`src/rtl/stepseq_pkg.sv`:
```
package stepseq_pkg;

  localparam int unsigned NUM_POS = 8;
  localparam int unsigned IDX_W   = $clog2(NUM_POS);

  typedef logic [IDX_W-1:0] pos_idx_t;

  localparam pos_idx_t HOME_POS = '0;

  typedef struct packed {
    logic a_en;
    logic a_pos;
    logic b_en;
    logic b_pos;
  } bridge_drive_t;

  // Index k = position - 1. Odd indices are one-coil positions.
  function automatic bridge_drive_t drive_of(pos_idx_t k);
    bridge_drive_t d;
    d.a_en  = (k[1:0] != 2'b01);
    d.b_en  = (k[1:0] != 2'b11);
    d.a_pos = d.a_en && ((k == pos_idx_t'(0)) || (k >= pos_idx_t'(6)));
    d.b_pos = d.b_en && (k <= pos_idx_t'(2));
    return d;
  endfunction

endpackage

```
`src/rtl/stepseq_rst_sync.sv`:
```
module stepseq_rst_sync #(
  parameter int unsigned STAGES = 2
) (
  input  logic clk,
  input  logic arst_n,
  output logic rst_sync_n
);
  logic [STAGES-1:0] chain_q;

  always_ff @(posedge clk or negedge arst_n) begin
    if (!arst_n) chain_q <= '0;
    else         chain_q <= {chain_q[STAGES-2:0], 1'b1};
  end

  assign rst_sync_n = chain_q[STAGES-1];
endmodule

```
`src/rtl/stepseq_edge.sv`:
```
module stepseq_edge #(
  parameter int unsigned STAGES = 2
) (
  input  logic clk,
  input  logic rst_n,
  input  logic step_async,
  output logic step_evt
);
  logic [STAGES-1:0] sync_q;
  logic [STAGES-1:0] sync_d;
  logic              prev_q;

  // Shift chain, written stage by stage.
  assign sync_d[0] = step_async;
  for (genvar g = 1; g < STAGES; g++) begin : g_chain
    assign sync_d[g] = sync_q[g-1];
  end

  // Reset to ones: a level already high at release is not an edge.
  always_ff @(posedge clk or negedge rst_n) begin
    if (!rst_n) begin
      sync_q <= '1;
      prev_q <= 1'b1;
    end else begin
      sync_q <= sync_d;
      prev_q <= sync_q[STAGES-1];
    end
  end

  assign step_evt = sync_q[STAGES-1] & ~prev_q;
endmodule

```
`src/rtl/stepseq_fsm.sv`:
```
module stepseq_fsm
  import stepseq_pkg::*;
(
  input  logic     clk,
  input  logic     rst_n,
  input  logic     step_evt,
  input  logic     dir_cw,
  input  logic     half_mode,
  output pos_idx_t pos_q
);
  pos_idx_t delta;
  pos_idx_t pos_d;

  always_comb begin
    delta = half_mode ? pos_idx_t'(1) : pos_idx_t'(2);
    pos_d = pos_q;
    if (step_evt) begin
      if (dir_cw) pos_d = pos_q + delta;
      else        pos_d = pos_q - delta;
    end
  end

  always_ff @(posedge clk or negedge rst_n) begin
    if (!rst_n)        pos_q <= HOME_POS;
    else if (step_evt) pos_q <= pos_d;
  end
endmodule

```
`src/rtl/stepseq_decode.sv`:
```
module stepseq_decode
  import stepseq_pkg::*;
#(
  parameter bit OUT_REG = 1'b1
) (
  input  logic          clk,
  input  logic          rst_n,
  input  pos_idx_t      pos,
  output bridge_drive_t drive
);
  bridge_drive_t drive_d;

  always_comb drive_d = drive_of(pos);

  if (OUT_REG) begin : g_reg
    always_ff @(posedge clk or negedge rst_n) begin
      if (!rst_n) drive <= drive_of(HOME_POS);
      else        drive <= drive_d;
    end
  end else begin : g_comb
    assign drive = drive_d;
  end
endmodule

```
`src/rtl/stepper_phase_seq.sv`:
```
module stepper_phase_seq
  import stepseq_pkg::*;
#(
  parameter int unsigned SYNC_STAGES = 2,
  parameter int unsigned RST_STAGES  = 2,
  parameter bit          OUT_REG     = 1'b1
) (
  input  logic clk,
  input  logic arst_n,
  input  logic step_in,
  input  logic dir_cw,
  input  logic half_mode,
  output logic pha_en,
  output logic pha_pos,
  output logic phb_en,
  output logic phb_pos
);
  logic          rst_sync_n;
  logic          step_evt;
  pos_idx_t      state_q;
  bridge_drive_t drive;

  stepseq_rst_sync #(.STAGES(RST_STAGES)) u_rst (
    .clk        (clk),
    .arst_n     (arst_n),
    .rst_sync_n (rst_sync_n)
  );

  stepseq_edge #(.STAGES(SYNC_STAGES)) u_edge (
    .clk        (clk),
    .rst_n      (rst_sync_n),
    .step_async (step_in),
    .step_evt   (step_evt)
  );

  stepseq_fsm u_fsm (
    .clk       (clk),
    .rst_n     (rst_sync_n),
    .step_evt  (step_evt),
    .dir_cw    (dir_cw),
    .half_mode (half_mode),
    .pos_q     (state_q)
  );

  stepseq_decode #(.OUT_REG(OUT_REG)) u_dec (
    .clk   (clk),
    .rst_n (rst_sync_n),
    .pos   (state_q),
    .drive (drive)
  );

  assign pha_en  = drive.a_en;
  assign pha_pos = drive.a_pos;
  assign phb_en  = drive.b_en;
  assign phb_pos = drive.b_pos;
endmodule

```
`config.mk`:
```
export PLATFORM = sky130hd
export DESIGN_NAME = stepper_phase_seq
export DESIGN_NICKNAME = d
export VERILOG_FILES = /design/src/rtl/stepseq_pkg.sv /design/src/rtl/stepseq_rst_sync.sv /design/src/rtl/stepseq_edge.sv /design/src/rtl/stepseq_fsm.sv /design/src/rtl/stepseq_decode.sv /design/src/rtl/stepper_phase_seq.sv
export SDC_FILE = /design/constraint.sdc
export NUM_CORES = 1
export LEC_CHECK = 0
export ABC_CLOCK_PERIOD_IN_PS = 800
export BUFFER_PORTS_ARGS = -buffer_cell sky130_fd_sc_hd__clkbuf_2
export CAP_MARGIN = 20
export CORE_AREA = 4 4 41 43
export DETAILED_ROUTE_END_ITERATION = 10
export DIE_AREA = 0 0 45 47
export PLACE_DENSITY = 0.51
export SETUP_SLACK_MARGIN = 0.2
export SYNTH_ARGS = -nofsm -noshare
export SYNTH_HDL_FRONTEND = slang
export SYNTH_SLANG_ARGS = --single-unit
```
`constraint.sdc`:
```
create_clock -name clk -period 0.8 [get_ports clk]
set_input_delay 0.08 -clock clk [delete_from_list [all_inputs] [get_ports clk]]
set_output_delay 0.08 -clock clk [all_outputs]
set_load 0.1 [all_outputs]
```
# Word-level counts from Yosys, hierarchy flattened
# Cells that the tools add are included.
[totals] reg_bits=12 out_inout_bits=4
[classes] reduce_logical=4 addsub=2 bitwise=2 muxes=2 n_lt_le_gt_ge=2 n_eq_ne=2
[ops] operator="adder 3 bit" n=1
[ops] operator=">= comparator 3 bit (second input constant)" n=1
[ops] operator="<= comparator 3 x 2 -> 1 bit (second input constant)" n=1
[ops] operator="logical NOT 3 bit" n=1
[ops] operator="2-to-1 mux 3 bit" n=1
[ops] operator="subtractor 3 bit" n=1
[ops] operator="logical AND 1 bit" n=2
[ops] operator="2-to-1 mux 2 bit" n=1
[ops] operator="!= test 2 x 1 -> 1 bit (second input constant)" n=1
[ops] operator="!= test 2 bit (second input constant)" n=1
[ops] operator="AND 1 bit" n=1
[ops] operator="logical OR 1 bit" n=1
[ops] operator="NOT 1 bit" n=1

# Logic depth before layout (Yosys ltp)
# Gate-level depths: netlist of run 1.
[logic_depth] word_depth=3 mapped_depth=5 ltp_nobuf=5

# Cells and area by module
# From an unflattened synthesis of run 1, not the netlist that was laid out.
[hier_totals] cells_unflattened=27 area_unflattened_um2=439.2
[by_module_without_submodules] module="stepseq_fsm" area_each_um2=155.1 seq_area_each_um2=75.1 cells_per_inst=11 instances=1
[by_module_without_submodules] module="stepseq_decode" area_each_um2=137.6 seq_area_each_um2=105.1 cells_per_inst=9 instances=1
[by_module_without_submodules] module="stepseq_edge" area_each_um2=92.6 seq_area_each_um2=78.8 cells_per_inst=4 instances=1
[by_module_without_submodules] module="stepseq_rst_sync" area_each_um2=53.8 seq_area_each_um2=50.0 cells_per_inst=3 instances=1

# Worst setup path before layout of run 1
# OpenSTA, ideal clock, no wires.
[synth_timing] kind="reg-to-reg" from="reg u_fsm.pos_q[0]" to="reg u_fsm.pos_q[2]" stages_incl_launch_ff=6 setup_time_ns=0.123 t_arrival_ns=1.304 setup_slack_ns=-0.627 required_ns=0.677 cell_sequence="dfrtp_1 -> ha_1 -> fa_1 -> xnor2_1 -> nand2_1 -> xnor2_1"
[synth_via] elab_chain_cells=2 elab_cells_between_ends=3
[synth_rtl] item="start: declaration" line="stepseq_fsm.sv:9" source="output pos_idx_t pos_q"
[synth_rtl] item="start signal: assignment" line="stepseq_fsm.sv:25" source="else if (step_evt) pos_q <= pos_d;"
[synth_rtl] item="subtractor 3 bit or adder 3 bit (tied branches)" line="stepseq_fsm.sv:19, stepseq_fsm.sv:18"
[synth_rtl] item="2-to-1 mux 3 bit (*)" line="stepseq_fsm.sv:18" source="if (dir_cw) pos_d = pos_q + delta;"
# Every way passes the cells marked *; elsewhere a longest branch is shown, timed or not.
# A chain may end at the register's enable or synchronous reset.

# Final worst setup path of run 1
[layout_timing] from="reg u_fsm.pos_q[0]" to="reg u_fsm.pos_q[1]"
[layout_via] elab_chain_cells=2 elab_cells_between_ends=3
[layout_rtl] item="subtractor 3 bit or adder 3 bit (tied branches)" line="stepseq_fsm.sv:19, stepseq_fsm.sv:18"
[layout_rtl] item="2-to-1 mux 3 bit (*)" line="stepseq_fsm.sv:18"
[layout_rtl] item="net u_fsm.pos_d[1]" line="stepseq_fsm.sv:12" source="pos_idx_t pos_d;"
# Mark *: on every way through the listed nets, which the timed path passes. The rest lies on a longest branch.

==> results of run 1 <==
worst max-delay path by stage:
stage / startpoint / to / slack [ps] / depth (start not counted)
after detailed placement: u_fsm.pos_q[0] / u_fsm.pos_q[2] / -560 / 5
after global routing: u_fsm.pos_q[0] / u_fsm.pos_q[2] / -600 / 5
after CTS: u_fsm.pos_q[0] / u_fsm.pos_q[2] / -580 / 5
final: u_fsm.pos_q[0] / u_fsm.pos_q[1] / -560 / 3
after global placement: u_fsm.pos_q[0] / u_fsm.pos_q[2] / -520 / 5
after floorplan: u_fsm.pos_q[0] / u_fsm.pos_q[1] / -570 / 3
stage by stage:
step           hold WS (ps)  utilization [%]
2_1_floorplan          -216                -
3_3_place_gp           -134             46.3
3_5_place_dp           -134             46.3
4_1_cts                 143             50.2
5_1_grt                 158             50.8
6_report                146             50.8
cells in the mapped netlist:
master,number
conb_1,1
nor3_1,1
dfstp_2,7
nand2_1,3
ha_1,1
mux2_4,2
dfrtp_1,5
nor2b_4,1
nand2b_1,1
xnor2_1,2
a21oi_1,1
a21o_1,1
fa_1,1
sequential cells by signal (all words and copies together) (netlist names):
name / count
u_edge.sync_q: 2
u_fsm.pos_q: 3
u_edge.prev_q: 1
u_dec.drive: 4
u_rst.chain_q: 2
cell usage in the layout, fill, tap and decap left out:
cell type	Yosys	routed
a21o_1	1	1
a21oi_1	1	1
buf_12	0	4
buf_4	0	2
buf_6	0	1
clkbuf_1	0	1
clkbuf_2	0	4
clkbuf_4	0	3
conb_1	1	1
dfrtp_1	5	5
dfstp_2	7	3
dfstp_4	0	4
dlygate4sd3_1	0	2
fa_2	0	1
ha_2	0	1
mux2_4	2	2
nand2_1	3	3
nand2b_1	1	1
nor2b_4	1	1
nor3_1	1	1
xnor2_1	2	1
xnor2_2	0	1
cell families after synthesis:
| family | Yosys count | share of synthesized area, % |
|---|---|---|
| DFF | 12 | 70.0 |
| and+or+nand+nor | 6 | 8.21 |
| AOI/OAI and AO/OA | 2 | 2.83 |
| xor gates and xnor gates | 2 | 3.97 |
| muxes | 2 | 6.80 |
| adders and majority gates | 2 | 7.37 |
| other | 1 | 0.849 |
metal layers:
layer	vias to the layer above	wire length (um)	GRT usage, %	part of all wire [%]
met2	8	330	13.3	53
met1	125	241	8.61	39
li1	119	-	-	-
met3	0	51	3.45	8.2
met5	-	0	0	0
met4	0	0	0	0
final cells by class:
class                   count  share of cell area, %
clock buffers               4                   3.98
multi-input cells          15                   22.0
flip-flops and latches     12                   49.1
well taps                  15                   2.84
repair buffers             13                   22.2
repair_timing:
action | CTS | global route
gates resized for setup | 1 | 1
endpoints found under the hold margin | 3 | 0
setup endpoints to repair | 11 | 11
pin swaps | 0 | 0
hold buffers | 2 | 0
==> out/qor.yml, run 1 <==
diodes: 0
routedWlPerCell_um: 10.6
place_area_um2: 603
worstPathMaxFanout: 2
antenna_found_initial: 0
cap_viol_max_count: 0
grt_use_total_pct: 7.40
crit_slowest_cell: "fa_2"
hold_class: "in2async"
synth_warnings: 0
critPathTopFamily: "adder cells"
critical_path_required_ps: 950
pre_cts_ws_ps: -559
startpoint_type: "flip-flop"
core_um2: 1300
status: "complete, but fails checks"
num_vias: 252
fin_crit_sh_pct: 170
gp_congestion: 0.673
synth_top_area_share_pct: 41.6
final.setup_skew_ps: 5.94
cts_root_buffer: "clkbuf_4"
cts_buffer_depth: 2
worstPathArrival_ps: 1510
crit_buf_inv: 0
syn-cell-area_um2: 442
die_area_um2: 2120
initial_core_util_pct: 33.9
ios: 9
rows: 13
setup-tns-final_ps: -2840
r2r_end: "u_fsm.pos_q[1]"
insertion_delay_ps: 260
wirelength_um: 623
fin_crit_ps: 1360
timing_hold_violations_final: 0
cts-htree-levels: 1
io_buffer_count: 8
antenna_left: 0
grt_pass1_vias: 272
yosysTopAreaCell: "dfstp_2"
synth.distinct_cells: 13
drc: 0
rr_startpoint: "u_fsm.pos_q[0]"
final-setup-viol-count: 8
rsz0062_at_grt: "true"
drt_first_pass_iters: 2
syn2layout_area_growth_pct: 49.6
synthesis.nets: 34
violations: "negative setup slack"
path_clk_slew_ps: 70
dieHeight_um: 47
ys_ff_latch: 12
ff_latch_area_um2: 324
cts-buffers-inserted: 3
cp-end-kind: "flip-flop"
grt_first_pass_wirelength_mm: 1.13
crit_type: "reg2reg"
final_cells: 59
finalWorstSetupSlack_ps: -559
fillers: 126
crit_chain: "ha_2 -> fa_2 -> mux2_4"
drv_slew: 0
clock.fmax_mhz: 736
grt_overflow_total: 0
post-place-cells: 53
stdcell_area_um2: 661
slowest_delay_ps: 410
yosys-top-cells-area: "dfstp_2 42%, dfrtp_1 28%, mux2_4 6.8%"
final_net_count: 52
cts_setup_buffers: 0
cts.sink_count: 12
fp.dieW_um: 45
rrSetupSlack_ps: -560
routed_via_density: 4.27
multi_input_area_um2: 145
ys_seq_area_share_pct: 70.0
first_iter_violations: 2
drive_gt1_share_pct: 61.4
grt_max_degree: 11
cts_tree: "built"
rr_worst_depth: 3
syn_inst: 27
avgSynthCellArea_um2: 16.4
Power of run 1 is left out: the tool's default activity adds up to more than one toggle a clock period on the data nets, which glitch-free logic cannot reach.
==> run 2, diff against run 1 <==
Settings changed: PLACE_DENSITY 0.51 to 0.5, SYNTH_HIERARCHICAL set to 1.
==> run 2 against run 1 <==
Against the previous run:
- the run still ends with negative setup slack left
- synthesized cell count did not move
- die area did not move
- register-to-register slack barely moved
- area after synthesis fell by 0.57%
- core utilization rose by 5.5 points
- count of clock-buffer cells in the layout did not move
- final area rose by 11%
- via count rose by 7.9%
- critical path depth rose by 2
==> out/qor.yml, run 2 <==
synth.distinct_cells: 13
routed_via_density: 4.32
hold_class: "in2async"
crit_buf_inv: 0
fp.dieW_um: 45
top_register: "u_dec/drive"
fillers: 109
multi_input_area_um2: 160
diodes: 0
num_vias: 272
wirelength_um: 725
grt_pass1_vias: 317
hpwl_um: 489
r2r_end: "u_fsm/pos_q[2]"
drive_gt1_share_pct: 75.0
avgSynthCellArea_um2: 16.3
synth_common_cells: "7 x dfstp_2, 5 x dfrtp_1, 3 x nand2_1"
cts.sink_count: 12
critical_path_required_ps: 950
die_area_um2: 2120
antenna_left: 0
final-setup-viol-count: 11
crit_type: "reg2reg"
fin_crit_ps: 1370
first_iter_violations: 3
fin_crit_sh_pct: 172
path_clk_slew_ps: 70
status: "complete, but fails checks"
rows: 13
synth_top_area_share_pct: 41.9
yosysTopAreaCell: "dfstp_2"
grt_first_pass_wirelength_mm: 1.26
cts-buffers-inserted: 3
timing_hold_violations_final: 0
final.setup_skew_ps: 1.32
crit_chain: "ha_2 -> fa_2 -> xnor2_2 -> nand2_1 -> xnor2_1"
core_um2: 1300
synth_edf_count: 0
violations: "negative setup slack"
routedWlPerCell_um: 11.5
initial_core_util_pct: 33.7
layout_common_cells: "5 x buf_6, 4 x clkbuf_2, 4 x buf_12, 4 x dfstp_4, 4 x dfrtp_1"
async_flop_share_pct: 100
clock.fmax_mhz: 728
slowest_delay_ps: 390
final_net_count: 56
finalWorstSetupSlack_ps: -573
cts-htree-levels: 1
rsz0062_at_grt: "true"
worstPathMaxFanout: 2
ios: 9
ys_ff_latch: 12
grt_overflow_total: 0
cap_viol_max_count: 0
antenna_found_initial: 0
startpoint_type: "flip-flop"
dieHeight_um: 47
grt_use_total_pct: 8.76
yosys-top-cells-area: "dfstp_2 42%, dfrtp_1 28%, mux2_2 5.1%"
drv_slew: 0
rrSetupSlack_ps: -570
syn_inst: 27
synth_warnings: 6
cp-end-kind: "flip-flop"
drc: 0
synthesis.nets: 34
largest_registers: "u_dec/drive x4, u_fsm/pos_q x3"
crit_slowest_cell: "dfrtp_1"
syn-cell-area_um2: 439
cts_tree: "built"
gp_congestion: 0.702
largest_reg_flops: 4
final_common_cell: "buf_6"
grt_max_degree: 11
ff_latch_area_um2: 325
insertion_delay_ps: 260
drt_first_pass_iters: 2
rr_startpoint: "u_fsm/pos_q[0]"
ys.flop_type: "dfstp_2"
ys_seq_area_share_pct: 70.4
rr_worst_depth: 5
syn2layout_area_growth_pct: 66.7
yosysMostFrequentCell: "dfstp_2"
cts_buffer_depth: 2
io_buffer_count: 8
pre_cts_ws_ps: -603
worstPathArrival_ps: 1530
critPathTopFamily: "adder cells"
cts_root_buffer: "clkbuf_4"
==> run 2: cell count changes in the layout (fill, tap and decap cells not counted), sizes merged <==
cell,change
buf,+4
==> run 2: area by class of cell <==
class,instances,share of cell area (%)
tap,15,2.56
sequential,12,44.4
timing repair buffer,17,26.2
clock buffer,4,4.96
multi-input combinational,15,21.9
==> run 2: metrics by stage <==
stage | hold WS [ps] | cells | setup TNS, ps | cell area, um2 | util (%)
after floorplan | -216 | 27 | -1640 | 464 | -
after global placement | -134 | 53 | -1630 | 606 | 46.5
after detailed placement | -133 | 53 | -1780 | 606 | 46.5
after CTS | 124 | 63 | -4190 | 732 | 56.3
after global routing | 135 | 63 | -4420 | 732 | 56.3
final | 136 | 63 | -4110 | 732 | 56.3
==> run 2: worst max path at each step <==
stage | startpoint | cells after the start | endpoint
2_1_floorplan | u_fsm/pos_q[0] | 5 | u_fsm/pos_q[2]
4_1_cts | u_fsm/pos_q[0] | 5 | u_fsm/pos_q[2]
3_5_place_dp | u_fsm/pos_q[0] | 5 | u_fsm/pos_q[2]
5_1_grt | u_fsm/pos_q[0] | 5 | u_fsm/pos_q[2]
6_report | u_fsm/pos_q[0] | 5 | u_fsm/pos_q[2]
3_3_place_gp | u_fsm/pos_q[0] | 5 | u_fsm/pos_q[2]
==> run 2: cells by family (layout without fill, tap and decap cells) <==
kind of cell / count (synthesis) / in the layout / synth area share (%)
adders and majority gates: 2 / 2 / 7.41
AOI/OAI and AO/OA: 2 / 2 / 2.85
DFF: 12 / 12 / 70.4
muxes: 2 / 2 / 5.13
xor gates and xnor gates: 2 / 2 / 3.99
other: 1 / 1 / 0.854
and+or+nand+nor: 6 / 6 / 9.40
buffers and inverters: 0 / 21 / 0
==> run 2: per-layer routing <==
| layer | wire (um) | vias to the layer above | GRT usage (%) |
|---|---|---|---|
| met1 | 279 | 137 | 8.35 |
| met3 | 45 | 0 | 3.45 |
| met4 | 0 | 0 | 5.26 |
| met5 | 0 | - | 0 |
| met2 | 401 | 8 | 15.8 |
| li1 | - | 127 | - |
==> run 2: worst reg2reg max path: stages, from the launching register on <==
cell	delay (ps)
dfrtp_1	390
ha_2	180
fa_2	350
xnor2_2	130
nand2_1	90
xnor2_1	120
==> run 2: repair_timing <==
action | 4_1_cts | 5_1_grt
endpoints found under the hold margin | 3 | 0
buffers inserted | 4 | 0
gates resized for setup | 9 | 0
pin swaps | 7 | 3
hold buffers | 2 | 0
endpoints found under the setup margin | 11 | 11
Power of run 2 is left out for the same reason.
==> run 3, diff against run 2 <==
--- a/config.mk
+++ b/config.mk
@@ -7,6 +7,5 @@
 export LEC_CHECK = 0
 export ABC_CLOCK_PERIOD_IN_PS = 800
-export BUFFER_PORTS_ARGS = -buffer_cell sky130_fd_sc_hd__clkbuf_2
-export CAP_MARGIN = 20
+export BUFFER_PORTS_ARGS = -buffer_cell sky130_fd_sc_hd__buf_4
 export CORE_AREA = 4 4 41 43
 export DETAILED_ROUTE_END_ITERATION = 10
==> constraint.sdc (replaced) <==
create_clock -name clk -period 0.8 [get_ports clk]
set_input_delay 0.08 -clock clk [delete_from_list [all_inputs] [get_ports clk]]
set_output_delay 0.08 -clock clk [all_outputs]
set_load 0.02 [all_outputs]
==> run 3 against run 2 <==
Against the previous run:
- the flow still finishes with violations (negative setup slack)
- hold slack got worse by 5.0 ps
- global-route usage decreased by 0.70 points
- first-iteration DRC count increased to 2.7 times the previous value
- critical path type unchanged
==> out/qor.yml, run 3 (same netlist as run 2, synthesis figures left out) <==
rsz0062_at_grt: "true"
gp_congestion: 0.688
critical_path_required_ps: 950
p_clk_share_pct: 17.9
crit_type: "reg2reg"
hpwl_um: 482
cts_root_buffer: "clkbuf_4"
insertion_delay_ps: 260
grt_pass1_vias: 273
cp-end-kind: "flip-flop"
ios: 9
r2r_end: "u_fsm/pos_q[1]"
largest_registers: "u_dec/drive x4, u_fsm/pos_q x3"
largest_reg_flops: 4
finalWorstSetupSlack_ps: -548
grt_use_total_pct: 8.06
final.setup_skew_ps: 4.23
grt_overflow_total: 0
fin_crit_sh_pct: 169
p_int_w: 0.00181
crit_buf_inv: 0
multi_input_area_um2: 156
routed_via_density: 4.21
critPathTopFamily: "adder cells"
cts-htree-levels: 1
cts.sink_count: 12
fin_crit_ps: 1350
pre_cts_ws_ps: -577
whs_ps: 131
power_density_nw_per_um2: 3830
path_clk_slew_ps: 70
violations: "negative setup slack"
drc: 0
fp.dieW_um: 45
initial_core_util_pct: 33.7
cap_viol_max_count: 0
clock.fmax_mhz: 742
worstPathArrival_ps: 1500
final_net_count: 55
ir_worst_vdd_v: 0.00168
cts_tree: "built"
rr_startpoint: "u_fsm/pos_q[0]"
wirelength_um: 698
final-setup-viol-count: 10
crit_slowest_cell: "fa_2"
slowest_delay_ps: 400
crit_chain: "ha_2 -> fa_2 -> mux2_4"
drv_slew: 0
hold_class: "in2async"
rows: 13
antenna_left: 0
dieHeight_um: 47
grt_first_pass_wirelength_mm: 1.17
syn2layout_area_growth_pct: 53.3
swShare_pct: 29.8
status: "complete, but fails checks"
drive_gt1_share_pct: 74.5
setup-tns-final_ps: -2330
io_buffer_count: 8
rrSetupSlack_ps: -550
antenna_found_initial: 0
core_um2: 1300
worstPathMaxFanout: 2
fillers: 127
timing_hold_violations_final: 0
routedWlPerCell_um: 11.3
rr_worst_depth: 3
layout_common_cells: "7 x buf_4, 7 x buf_6, 7 x dfstp_2"
grt_max_degree: 11
diodes: 0
ff_latch_area_um2: 310
pwr-share-seq_pct: 39.9
die_area_um2: 2120
p_sw_w: 0.000767
first_iter_violations: 8
top_register: "u_dec/drive"
leakage_nw: 0.305
drt_first_pass_iters: 2
cts-buffers-inserted: 3
startpoint_type: "flip-flop"
cts_buffer_depth: 2
num_vias: 261
combPwrFrac_pct: 42.2
[run 3: cell types whose count changed in the layout (fill, tap and decap cells not counted), sizes merged]
cell,delta
buf,+3
clkbuf,-4
[run 3: worst reg2reg max path, stage by stage (launching register included)]
cell and delay, ps:
dfrtp_1 390, ha_2 180, fa_2 400, mux2_4 270
[run 3: stage by stage]
stage                     util (%)  total power, W  area [um2]  std cells
after floorplan                  -         0.00146         449         27
after CTS                     51.4         0.00259         669         62
after global placement        42.3         0.00176         551         53
after detailed placement      42.3         0.00180         551         53
after global routing          51.7         0.00273         673         62
final                         51.7         0.00258         673         62
[run 3: worst max path at each step]
stage | from | end | slack [ps] | depth (start not counted)
6_report | u_fsm/pos_q[0] | u_fsm/pos_q[1] | -550 | 3
5_1_grt | u_fsm/pos_q[0] | u_fsm/pos_q[2] | -630 | 5
4_1_cts | u_fsm/pos_q[0] | u_fsm/pos_q[1] | -560 | 3
3_5_place_dp | u_fsm/pos_q[0] | u_fsm/pos_q[2] | -580 | 5
3_3_place_gp | u_fsm/pos_q[0] | u_fsm/pos_q[2] | -560 | 5
2_1_floorplan | u_fsm/pos_q[0] | u_fsm/pos_q[2] | -590 | 5
[run 3: routing by layer]
metal | GRT usage (%) | part of all wire (%) | vias to the layer above | wire length [um]
li1 | - | - | 126 | -
met1 | 8.92 | 42 | 127 | 290
met2 | 13.6 | 51 | 8 | 353
met3 | 3.45 | 7.7 | 0 | 54
met4 | 3.51 | 0 | 0 | 0
met5 | 0 | 0 | - | 0
[run 3: repair_timing]
action | CTS | global route
endpoints found under the hold margin | 3 | 0
pin swaps | 7 | 1
setup endpoints to repair | 11 | 12
buffers inserted | 3 | 0
gates resized for setup | 10 | 1
hold buffers | 2 | 0
[run 3: power groups by stage]
| stage | Clock (W) | Sequential, W | Combinational (W) |
|---|---|---|---|
| after global placement | 0 | 0.000998 | 0.000758 |
| final | 0.000462 | 0.00103 | 0.00109 |
| after detailed placement | 0 | 0.00102 | 0.000783 |
| after global routing | 0.000508 | 0.00105 | 0.00117 |
| after CTS | 0.000479 | 0.00104 | 0.00107 |
| after floorplan | 0 | 0.00118 | 0.000283 |
[run 3: cell type report]
cell class              instances  share of cell area, %
flip-flops and latches         12                   46.1
multi-input cells              15                   23.2
repair buffers                 16                   22.5
clock buffers                   4                   5.39
well taps                      15                   2.79
(Power assumes the default switching activity.)
